### src/rtl/cache_tune_search.sv
module cache_tune_search #(
  parameter int CW = 16,
  parameter int EW = 12,
  parameter int N_SIZE = 3,
  parameter int N_LINE = 3,
  parameter int N_ASSOC = 3
) (
  input  logic          clk,
  input  logic          rst_n,
  input  logic          start_i,
  input  logic          window_done_i,
  input  logic [CW-1:0] hits_i,
  input  logic [CW-1:0] misses_i,
  input  logic [CW-1:0] cycles_i,
  input  logic [EW-1:0] e_hit_i,
  input  logic [EW-1:0] e_miss_i,
  input  logic [EW-1:0] e_static_i,
  output logic [6:0]    cfg_o,
  output logic          done_o
);
  localparam int FW = 2;
  localparam int CFGW = 3*FW + 1;
  localparam int AW = CW + EW + 2;
  localparam logic [2:0] NS = 3'(N_SIZE);
  localparam logic [2:0] NL = 3'(N_LINE);
  localparam logic [2:0] NA = 3'(N_ASSOC);

  typedef enum logic [2:0] {S_IDLE, S_WAIT, S_ACC, S_CMP, S_DONE} st_t;

  st_t            st;
  logic [CFGW-1:0] cur, best;
  logic [AW-1:0]   acc, min_e;
  logic [1:0]      ph, k;
  logic [FW-1:0]   cand;
  logic            first;

  function automatic logic [CFGW-1:0] put(input logic [CFGW-1:0] c, input logic [1:0] p,
                                          input logic [FW-1:0] v);
    logic [CFGW-1:0] r;
    r = c;
    case (p)
      2'd0: r[FW-1:0] = v;
      2'd1: r[2*FW-1:FW] = v;
      2'd2: r[3*FW-1:2*FW] = v;
      default: r[CFGW-1] = v[0];
    endcase
    return r;
  endfunction

  function automatic logic [2:0] nopt(input logic [1:0] p);
    case (p)
      2'd0: return NS;
      2'd1: return NL;
      2'd2: return NA;
      default: return 3'd2;
    endcase
  endfunction

  logic [CW-1:0]    opa;
  logic [EW-1:0]    opb;
  logic [CW+EW-1:0] prod;
  assign opa  = (k == 2'd0) ? hits_i : (k == 2'd1) ? misses_i : cycles_i;
  assign opb  = (k == 2'd0) ? e_hit_i : (k == 2'd1) ? e_miss_i : e_static_i;
  assign prod = opa * opb;

  logic            better, last_in_ph;
  logic [CFGW-1:0] best_nx;
  assign better     = first || (acc < min_e);
  assign best_nx    = better ? cur : best;
  assign last_in_ph = !better || (({1'b0, cand} + 3'd1) >= nopt(ph));

  always_ff @(posedge clk) begin
    if (!rst_n) begin
      st <= S_IDLE;
      cur <= '0;
      best <= '0;
      acc <= '0;
      min_e <= '0;
      ph <= '0;
      k <= '0;
      cand <= '0;
      first <= 1'b0;
    end else begin
      case (st)
        S_IDLE, S_DONE: if (start_i) begin
          st <= S_WAIT;
          cur <= '0;
          best <= '0;
          ph <= '0;
          cand <= '0;
          first <= 1'b1;
        end
        S_WAIT: if (window_done_i) begin
          st <= S_ACC;
          acc <= '0;
          k <= '0;
        end
        S_ACC: begin
          acc <= acc + AW'(prod);
          k <= k + 2'd1;
          if (k == 2'd2) st <= S_CMP;
        end
        default: begin
          first <= 1'b0;
          if (better) min_e <= acc;
          best <= best_nx;
          if (!last_in_ph) begin
            cand <= cand + 1'b1;
            cur <= put(best_nx, ph, cand + 1'b1);
            st <= S_WAIT;
          end else if (ph == 2'd3) begin
            cur <= best_nx;
            st <= S_DONE;
          end else begin
            ph <= ph + 2'd1;
            cand <= FW'(1);
            cur <= put(best_nx, ph + 2'd1, FW'(1));
            st <= S_WAIT;
          end
        end
      endcase
    end
  end

  assign cfg_o  = cur;
  assign done_o = (st == S_DONE);

  p_wait_stable_r4: assert property (@(posedge clk) disable iff (!rst_n)
    (st == S_WAIT) && $past(st == S_WAIT) |-> $stable(cur));

  p_acc_span_r2: assert property (@(posedge clk) disable iff (!rst_n)
    (st == S_CMP) |-> $past(st == S_ACC) && $past(st == S_ACC, 3));

  p_min_nonincr_r6: assert property (@(posedge clk) disable iff (!rst_n)
    (st == S_CMP) && !first |=> min_e <= $past(min_e));

  p_done_hold_r8: assert property (@(posedge clk) disable iff (!rst_n)
    (st == S_DONE) && !start_i |=> (st == S_DONE) && $stable(cur));

  p_phase_order_r5: assert property (@(posedge clk) disable iff (!rst_n)
    !(st inside {S_IDLE, S_DONE}) |=> ph >= $past(ph));

  p_field_range_r7: assert property (@(posedge clk) disable iff (!rst_n)
    (st != S_IDLE) |-> ({1'b0, cur[1:0]} < NS) && ({1'b0, cur[3:2]} < NL) && ({1'b0, cur[5:4]} < NA));
endmodule

### config.mk
export PLATFORM = sky130hd
export DESIGN_NAME = cache_tune_search
export DESIGN_NICKNAME = d
export VERILOG_FILES = /design/src/rtl/cache_tune_search.sv
export SDC_FILE = /design/constraint.sdc
export NUM_CORES = 1
export LEC_CHECK = 0
export CAP_MARGIN = 20
export CORE_MARGIN = 4
export CORE_UTILIZATION = 30
export DETAILED_ROUTE_END_ITERATION = 10
export PLACE_DENSITY_LB_ADDON = 0.2
export SETUP_SLACK_MARGIN = 0.3
export SKIP_CTS_REPAIR_TIMING = 1
export SLEW_MARGIN = 20
export SYNTH_ARGS = -nofsm -noshare
export SYNTH_HDL_FRONTEND = slang
export SYNTH_SLANG_ARGS = --single-unit
### constraint.sdc
create_clock -name clk -period 7.5 [get_ports clk]
set_clock_uncertainty 0.05 [all_clocks]
set_input_delay 1.5 -clock clk [delete_from_list [all_inputs] [get_ports clk]]
set_output_delay 1.5 -clock clk [all_outputs]
set_load 0.02 [all_outputs]
After elaboration in Yosys (flattened, before gate mapping)
Cells that the tools add are included.

Add/subtract/negate cells: 5. $lt $le $gt $ge: 2. Muxes and demuxes: 38. $mul: 1. Bitwise logic cells: 2. Equality and inequality tests: 15. Reduce and logical (&&, ||, !) cells: 20.

Operator list (number): 30-bit one-hot mux with 2 select lines (1); 16-bit 2-to-1 mux (2); 30-bit by 28-bit adder with 30-bit output (1); 30-bit < comparator (1); 30-bit 2-to-1 mux (1); 16-bit by 12-bit multiplier with 28-bit output (1); 7-bit 2-to-1 mux (4); 7-bit one-hot mux with 2 select lines (2); 12-bit 2-to-1 mux (2); 2-bit 2-to-1 mux (12); 3-bit 2-to-1 mux (5); 2-bit one-hot mux with 2 select lines (3); 3-bit one-hot mux with 3 select lines (1); 2-bit equality test (second input constant) (4); 2-bit by 1-bit adder with 2-bit output (second input constant) (3); 2-bit by 1-bit equality test with 1-bit output (second input constant) (3); 2-bit zero test (3); 2-bit != test (second input constant) (3); 2-bit AND reduction (3); 3-bit AND reduction (2); 3-bit OR reduction (2); 1-bit 2-to-1 mux (4); 4-bit AND reduction (1); 2-bit nonzero test (2); other kinds (14) (17).

Register bits: 84. Output and inout bits: 8. Logic and storage cells: 92. Input port bits: 88.

Logic depth before layout (Yosys ltp)
Gate-level depths: netlist (run 1).

Depth in word-level cells: 7. Mapped depth: 27. Mapped depth without buffers: 24.

Least setup slack after synthesis (run 1)
Ideal clock, no wire load.

Path type: input to register. Start point: in e_miss_i[2]. End point: reg acc[28]. Required time: 7.388 ns. Cell stages on the path: 23. Setup time: 0.062 ns. Path buffers: 1. Setup slack: 0.436 ns. Data arrival time: 6.952 ns. Path through: mux2i_1 > nor2_1 > a21oi_1 > clkbuf_1 > nor2_1 > fa_1 > inv_1 > fa_1 > inv_1 > fa_1 > inv_1 > fa_1 > fa_1 > inv_1 > ha_1 > a21oi_2 > o211ai_2 > a221oi_4 > o211ai_2 > a31oi_4 > nor3b_1 > or4_1 > nand3_1.

Cells in the longest elaborated chain, start to end: 5.

Ends and longest elaborated chain: start, declared (line 16) `input logic [EW-1:0] e_miss_i,`; 12-bit 2-to-1 mux (2 in series) (line 63) `assign opb = (k == 2'd0) ? e_hit_i : (k == 2'd1) ? e_miss_i : e_static_i;`; 16-bit by 12-bit multiplier with 28-bit output (line 64) `assign prod = opa * opb;`; 30-bit by 28-bit adder with 30-bit output (line 99) `acc <= acc + AW'(prod);`; 30-bit one-hot mux with 2 select lines (line 84) `case (st)`; end signal, assigned (line 99); end, declared (line 32) `logic [AW-1:0] acc, min_e;`.

Every way passes these cells. A chain may end at the register's enable or synchronous reset.

Final worst setup path (run 1)
Start point: in e_miss_i[3]. End point: reg acc[28].

The elaborated chain is that of the path after synthesis.

==> qor.yml, run 1 <==
synth_compound_area_frac: 0.1218
core_area_um2: 38830
clk_latency_ps: 340
io_pins: 96
synth_flop_cell: "dfxtp_1"
syn-instance-count: 1438
diodes: 0
yosysSeqAreaShare: 0.1419
hold_path.class: "reg -> reg"
worst-endpoint-required_ps: 7730
cts.path.max_buffers: 2
gp_congestion: 0.8458
cpPeakStageDelay_ps: 580
die_h_um: 206.8
slew_viol_final: 0
synth_edf_count: 0
grt_overflow: 0
setup_viol: 0
hold_ws_ps: 401.9
slowest_stage: "fa_1"
synthSimpleGateAreaFrac: 0.1512
synth-adder-area-share: 0.3972
r2r.worst_path.cells: 24
die_x_um: 206.8
muxShareOfSynthArea: 0.06113
cp_cell_sequence: "clkdlybuf4s50_1 -> mux2i_1 -> o21ai_2 -> buf_6 -> nand2_1 -> fa_1 -> fa_1 -> fa_1 -> inv_1 -> fa_1 -> inv_1 -> fa_1 -> inv_1 -> ha_4 -> and3_4 -> and3_4 -> a221oi_4 -> o211ai_2 -> a31oi_4 -> nor3b_2 -> or4_1 -> nand3_1"
synth_xor_area_frac: 0.01478
path_class: "in -> reg"
antenna_left: 0
ys_ff_latch: 84
run_status: "finished clean"
synth_area_um2: 11850
synth_nets: 1802
synth_top_family_by_area: "adder cells"
first_pass_iters: 5
stdcell_count: 2105
slew_headroom: 0.3189
grt_start_max_net_pins: 75
final.min_clock_period_ps: 7045
worst_setup_path_start_kind: "input port"
drtIter0Drc: 448
start_util: 0.3052
grtUsageTotal: 0.1425
routed_via_density: 4.612
std_cell_rows: 72
h-tree-depth: 3
final_common_cell: "inv_1"
grt_pass1_vias: 9494
portBuffers: 95
fmax_mhz: 142.0
syn-mean-instance-area_um2: 8.242
drc: 0
via_count: 9709
dp_hpwl_mm: 25.58
cp_max_fo: 7
layout_common_cells: "inv_1 (302), nor2_1 (177), fa_1 (167)"
cts_sinks: 84
hold_violations: 0
fin_util: 0.3711
cp-end-kind: "flip-flop"
synth.distinct_cells: 64
final.setup.tns_ps: 0
worstHoldPathCells: 2
die_area_um2: 42750
rsz0062_at_grt: "yes"
maxCapViolCount: 0
numCtsBuffers: 9
wl_mm: 30.48
synthToLayoutAreaGrowth_pct: 21.59
layout-drive-gt1-share: 0.09704
arrival_ps: 7280
fin_nets: 1947
antenna_found_initial: 0
finalCritPeriodShare: 0.9393
grt_pass1_wl_mm: 49.09
path_clk_slew_ps: 60
path_common_cell: "fa_1"
cts-root-buf: "clkbuf_16"
cts_tree: "built"
placedCellCount: 2079
worstMarginPinSlew_ps: 1020
synth_warnings: 0
wl_per_cell_um: 14.48
async_flop_share: 0
==> cell families after synthesis <==
group	count (synthesis)
compound gates	214
fa+ha+maj	276
simple gates	421
mux	72
flops	84
buf+inv	351
xor+xnor	20
==> metrics by stage <==
step	cell area (um^2)	worst slack (ps)
after detailed placement	13860	-95.16
after CTS	14140	265.4
after floorplan	11850	436.0
after global placement	13860	-51.58
final	14410	455.4
after global routing	14410	260.9
==> synthesized netlist by cell type, types with 3 or more instances <==
cell      instances  area [um^2]
inv_1           302         1134
xnor2_1           8        70.07
o21ai_1          17        85.08
mux2i_1          69        690.7
o31ai_1           3        22.52
a21boi_0          3        22.52
xor2_1           12        105.1
and2_1           11        68.82
a22oi_1          20        150.1
ha_1            109         1364
nor3_1            7        35.03
clkbuf_1         39        146.4
a21oi_1          41        205.2
dfxtp_1          84         1682
o21a_1           23        172.7
nand4_1           7        43.79
a21o_1           15        112.6
o22ai_1          13        81.33
o21bai_1          3        22.52
o21ai_0          38        190.2
a211oi_1          3        22.52
mux2_1            3        33.78
buf_1             3        11.26
and3_1            4        25.02
nor2_1          180        675.7
a31oi_1           4        25.02
o211ai_1          5        37.54
nor2b_1           8        50.05
nand3_1          13        65.06
fa_1            167         3343
or2_2             8        50.05
buf_2             5        25.02
nand2b_1         16        100.1
nand2_1         156        585.6
==> routing by layer <==
layer	track usage	up-vias	share of wire
met4	0.01582	0	0.0051
met3	0.01875	8	0.025
met1	0.1963	4759	0.46
met2	0.2484	129	0.51
met5	0	-	0
li1	-	4813	-
==> flip-flops by register name, indices dropped and copies added, names as in the netlist <==
register and count:
st 3, ph 2, first 1, min_e 30, k 2, acc 30
cfg_o 7, cand 2, best 7
==> worst paths after layout <==
check,start,endpoint,slack (ps)
max,e_miss_i[3],acc[28],460
min,best[3],best[3],400
max reg2reg,k[1],acc[28],800
min reg2reg,best[3],best[3],400
==> critical path, delay by kind of cell <==
kind,cells,cell delay [ps]
compound gates,4,950
fa+ha+maj,6,2840
buf+inv,5,830
mux,1,100
simple gates,6,1050
==> area by class of cell <==
cell class	count	area [um^2]
clock buffers	11	232.7
clock inverters	4	51.30
fillers	3993	24420
inverters	303	1137
multi-input cells	1003	9010
flip-flops and latches	84	1682
well taps	518	648.1
repair buffers	182	1649
Power of run 1 is not shown: default switching activity piles up to over one toggle a cycle in this logic, so the estimate is an artifact.
==> run 2: changes to the inputs <==
--- a/config.mk
+++ b/config.mk
@@ -10,7 +10,7 @@
 export CORE_UTILIZATION = 30
 export DETAILED_ROUTE_END_ITERATION = 10
 export PLACE_DENSITY_LB_ADDON = 0.2
-export SETUP_SLACK_MARGIN = 0.3
+export SETUP_SLACK_MARGIN = 0.4
 export SKIP_CTS_REPAIR_TIMING = 1
 export SLEW_MARGIN = 20
 export SYNTH_ARGS = -nofsm -noshare
==> run 2 against run 1 <==
  * Non-clock buffer count up 20
  * Via count up 0.70%
  * Hold slack about the same
  * Core utilization up 0.91 points
  * Cell count up 0.95%
  * Global-route usage unchanged
  * Count of clock-buffer cells in the layout unchanged
  * First-iteration DRC count down 3.6%
  * Critical path type unchanged
  * Largest cell class unchanged
==> qor.yml, run 2 (synthesis results as in run 1) <==
grtUsageTotal: 0.1425  # unchanged
layout-drive-gt1-share: 0.1269  # +0.02991
fin_nets: 1967  # +1.0%
slowest_stage: "fa_1"
cp_max_fo: 4  # -3
layout_common_cells: "inv_1 (300), nor2_1 (172), fa_1 (161)"
diodes: 0  # unchanged
cp-end-kind: "flip-flop"
drtIter0Drc: 432  # -3.6%
wl_per_cell_um: 14.51  # +0.25%
grt_overflow: 0  # unchanged
grt_pass1_vias: 9494  # unchanged
fill_cells: 3949  # -1.1%
grt_start_max_net_pins: 75  # unchanged
min_from: "best[3]"
first_pass_iters: 5  # unchanged
cp_cell_sequence: "clkdlybuf4s50_1 -> mux2i_2 -> o21ai_2 -> buf_6 -> buf_12 -> nand2_1 -> fa_2 -> fa_1 -> fa_1 -> inv_1 -> fa_1 -> inv_1 -> fa_1 -> inv_1 -> ha_4 -> and3_4 -> and3_4 -> a221oi_4 -> o211ai_2 -> a31oi_4 -> nor3b_2 -> or4_1 -> nand3_1"
clk_latency_ps: 340  # about the same
std_cell_rows: 72  # unchanged
hold_path.class: "reg -> reg"
gp_congestion: 0.8458  # unchanged
rsz0062_at_grt: "yes"
numCtsBuffers: 9  # unchanged
die_x_um: 206.8  # unchanged
grt_pass1_wl_mm: 49.09  # unchanged
run_status: "finished clean"
setup_viol: 0  # unchanged
dp_hpwl_mm: 25.58  # unchanged
drc: 0  # unchanged
io_pins: 96  # unchanged
ff2ff_setup_slack_ps: 930  # +130 ps
timing.final.ws_setup_ps: 610.4  # +155.0 ps
hold_violations: 0  # unchanged
worst_setup_path_start_kind: "input port"
via_count: 9777  # +0.70%
start_util: 0.3052  # unchanged
rr_startpoint: "k[1]"
cp-startpoint: "e_miss_i[6]"
finalCritPeriodShare: 0.9186  # -0.02067
antenna_left: 0  # unchanged
path_clk_slew_ps: 60  # about the same
worstMarginPinSlew_ps: 1011  # -9.009 ps
top_regs: "acc (30), min_e (30)"
cts-root-buf: "clkbuf_16"
final.min_clock_period_ps: 6890  # -155.0 ps
cts.path.max_buffers: 2  # unchanged
path_class: "in -> reg"
worst-endpoint-required_ps: 7730  # about the same
wl_mm: 30.84  # +1.2%
routed_via_density: 4.601  # -0.25%
arrival_ps: 7120  # -160 ps
fmax_mhz: 145.1  # +2.3%
synthToLayoutAreaGrowth_pct: 24.57
preCtsSetupSlack_ps: -95.16  # unchanged
cts_sinks: 84  # unchanged
die_h_um: 206.8  # unchanged
slew_viol_final: 0  # unchanged
cpPeakStageDelay_ps: 550  # -30 ps
final_common_cell: "inv_1"
cts_tree: "built"
die_area_um2: 42750  # unchanged
antenna_found_initial: 0  # unchanged
slew_headroom: 0.3249  # +0.006014
core_area_um2: 38830  # unchanged
h-tree-depth: 3  # unchanged
maxCapViolCount: 0  # unchanged
path_common_cell: "fa_1"
portBuffers: 95  # unchanged
-- run 2: changes by cell type in the layout (fill, tap and decap cells not counted), sizes merged --
cell,change
buf,+20
clkdlybuf4s50,-1
dlymetal6s2s,+1
-- run 2: worst paths after layout --
check / cells past startpoint / endpoint
worst max-delay path: 23 / acc[28]
worst min-delay path: 2 / best[3]
worst max register to register: 26 / acc[29]
worst min register to register: 2 / best[3]
-- run 2: through the flow --
stage / TNS (ps) / util / cells / instance area [um^2] / hold WS, ps
after floorplan: 0 / - / 1438 / 11850 / 380.8
after global placement: -51.58 / 0.3570 / 2079 / 13860 / 391.1
after detailed placement: -97.50 / 0.3570 / 2079 / 13860 / 394.6
after CTS: 0 / 0.3643 / 2094 / 14140 / 403.4
after global routing: 0 / 0.3802 / 2125 / 14760 / 423.7
final: 0 / 0.3802 / 2125 / 14760 / 401.9
-- run 2: cell type report --
class                      count  area (um^2)  share of cell area
multi-input combinational   1003         9133              0.6186
timing repair buffer         202         1879              0.1273
sequential                    84         1682              0.1139
inverter                     303         1137             0.07704
tap                          518        648.1             0.04390
clock buffer                  11        232.7             0.01576
clock inverter                 4        51.30            0.003475
-- run 2: worst max-delay path: cells and delay by family --
| kind | cells | cell delay (ps) |
|---|---|---|
| adder cells (fa/ha/maj) | 6 | 2700 |
| AND/OR/NAND/NOR | 6 | 960 |
| AO/OA/AOI/OAI | 4 | 940 |
| buffers and inverters | 6 | 910 |
| multiplexers | 1 | 90 |
-- run 2: layer usage --
layer,track usage,part of all wire,up-vias
met2,0.2484,0.51,125
met4,0.01582,0.0058,0
li1,-,-,4858
met1,0.1963,0.45,4784
met5,0,0,-
met3,0.01875,0.031,10
Power of run 2 is left out for the same reason.
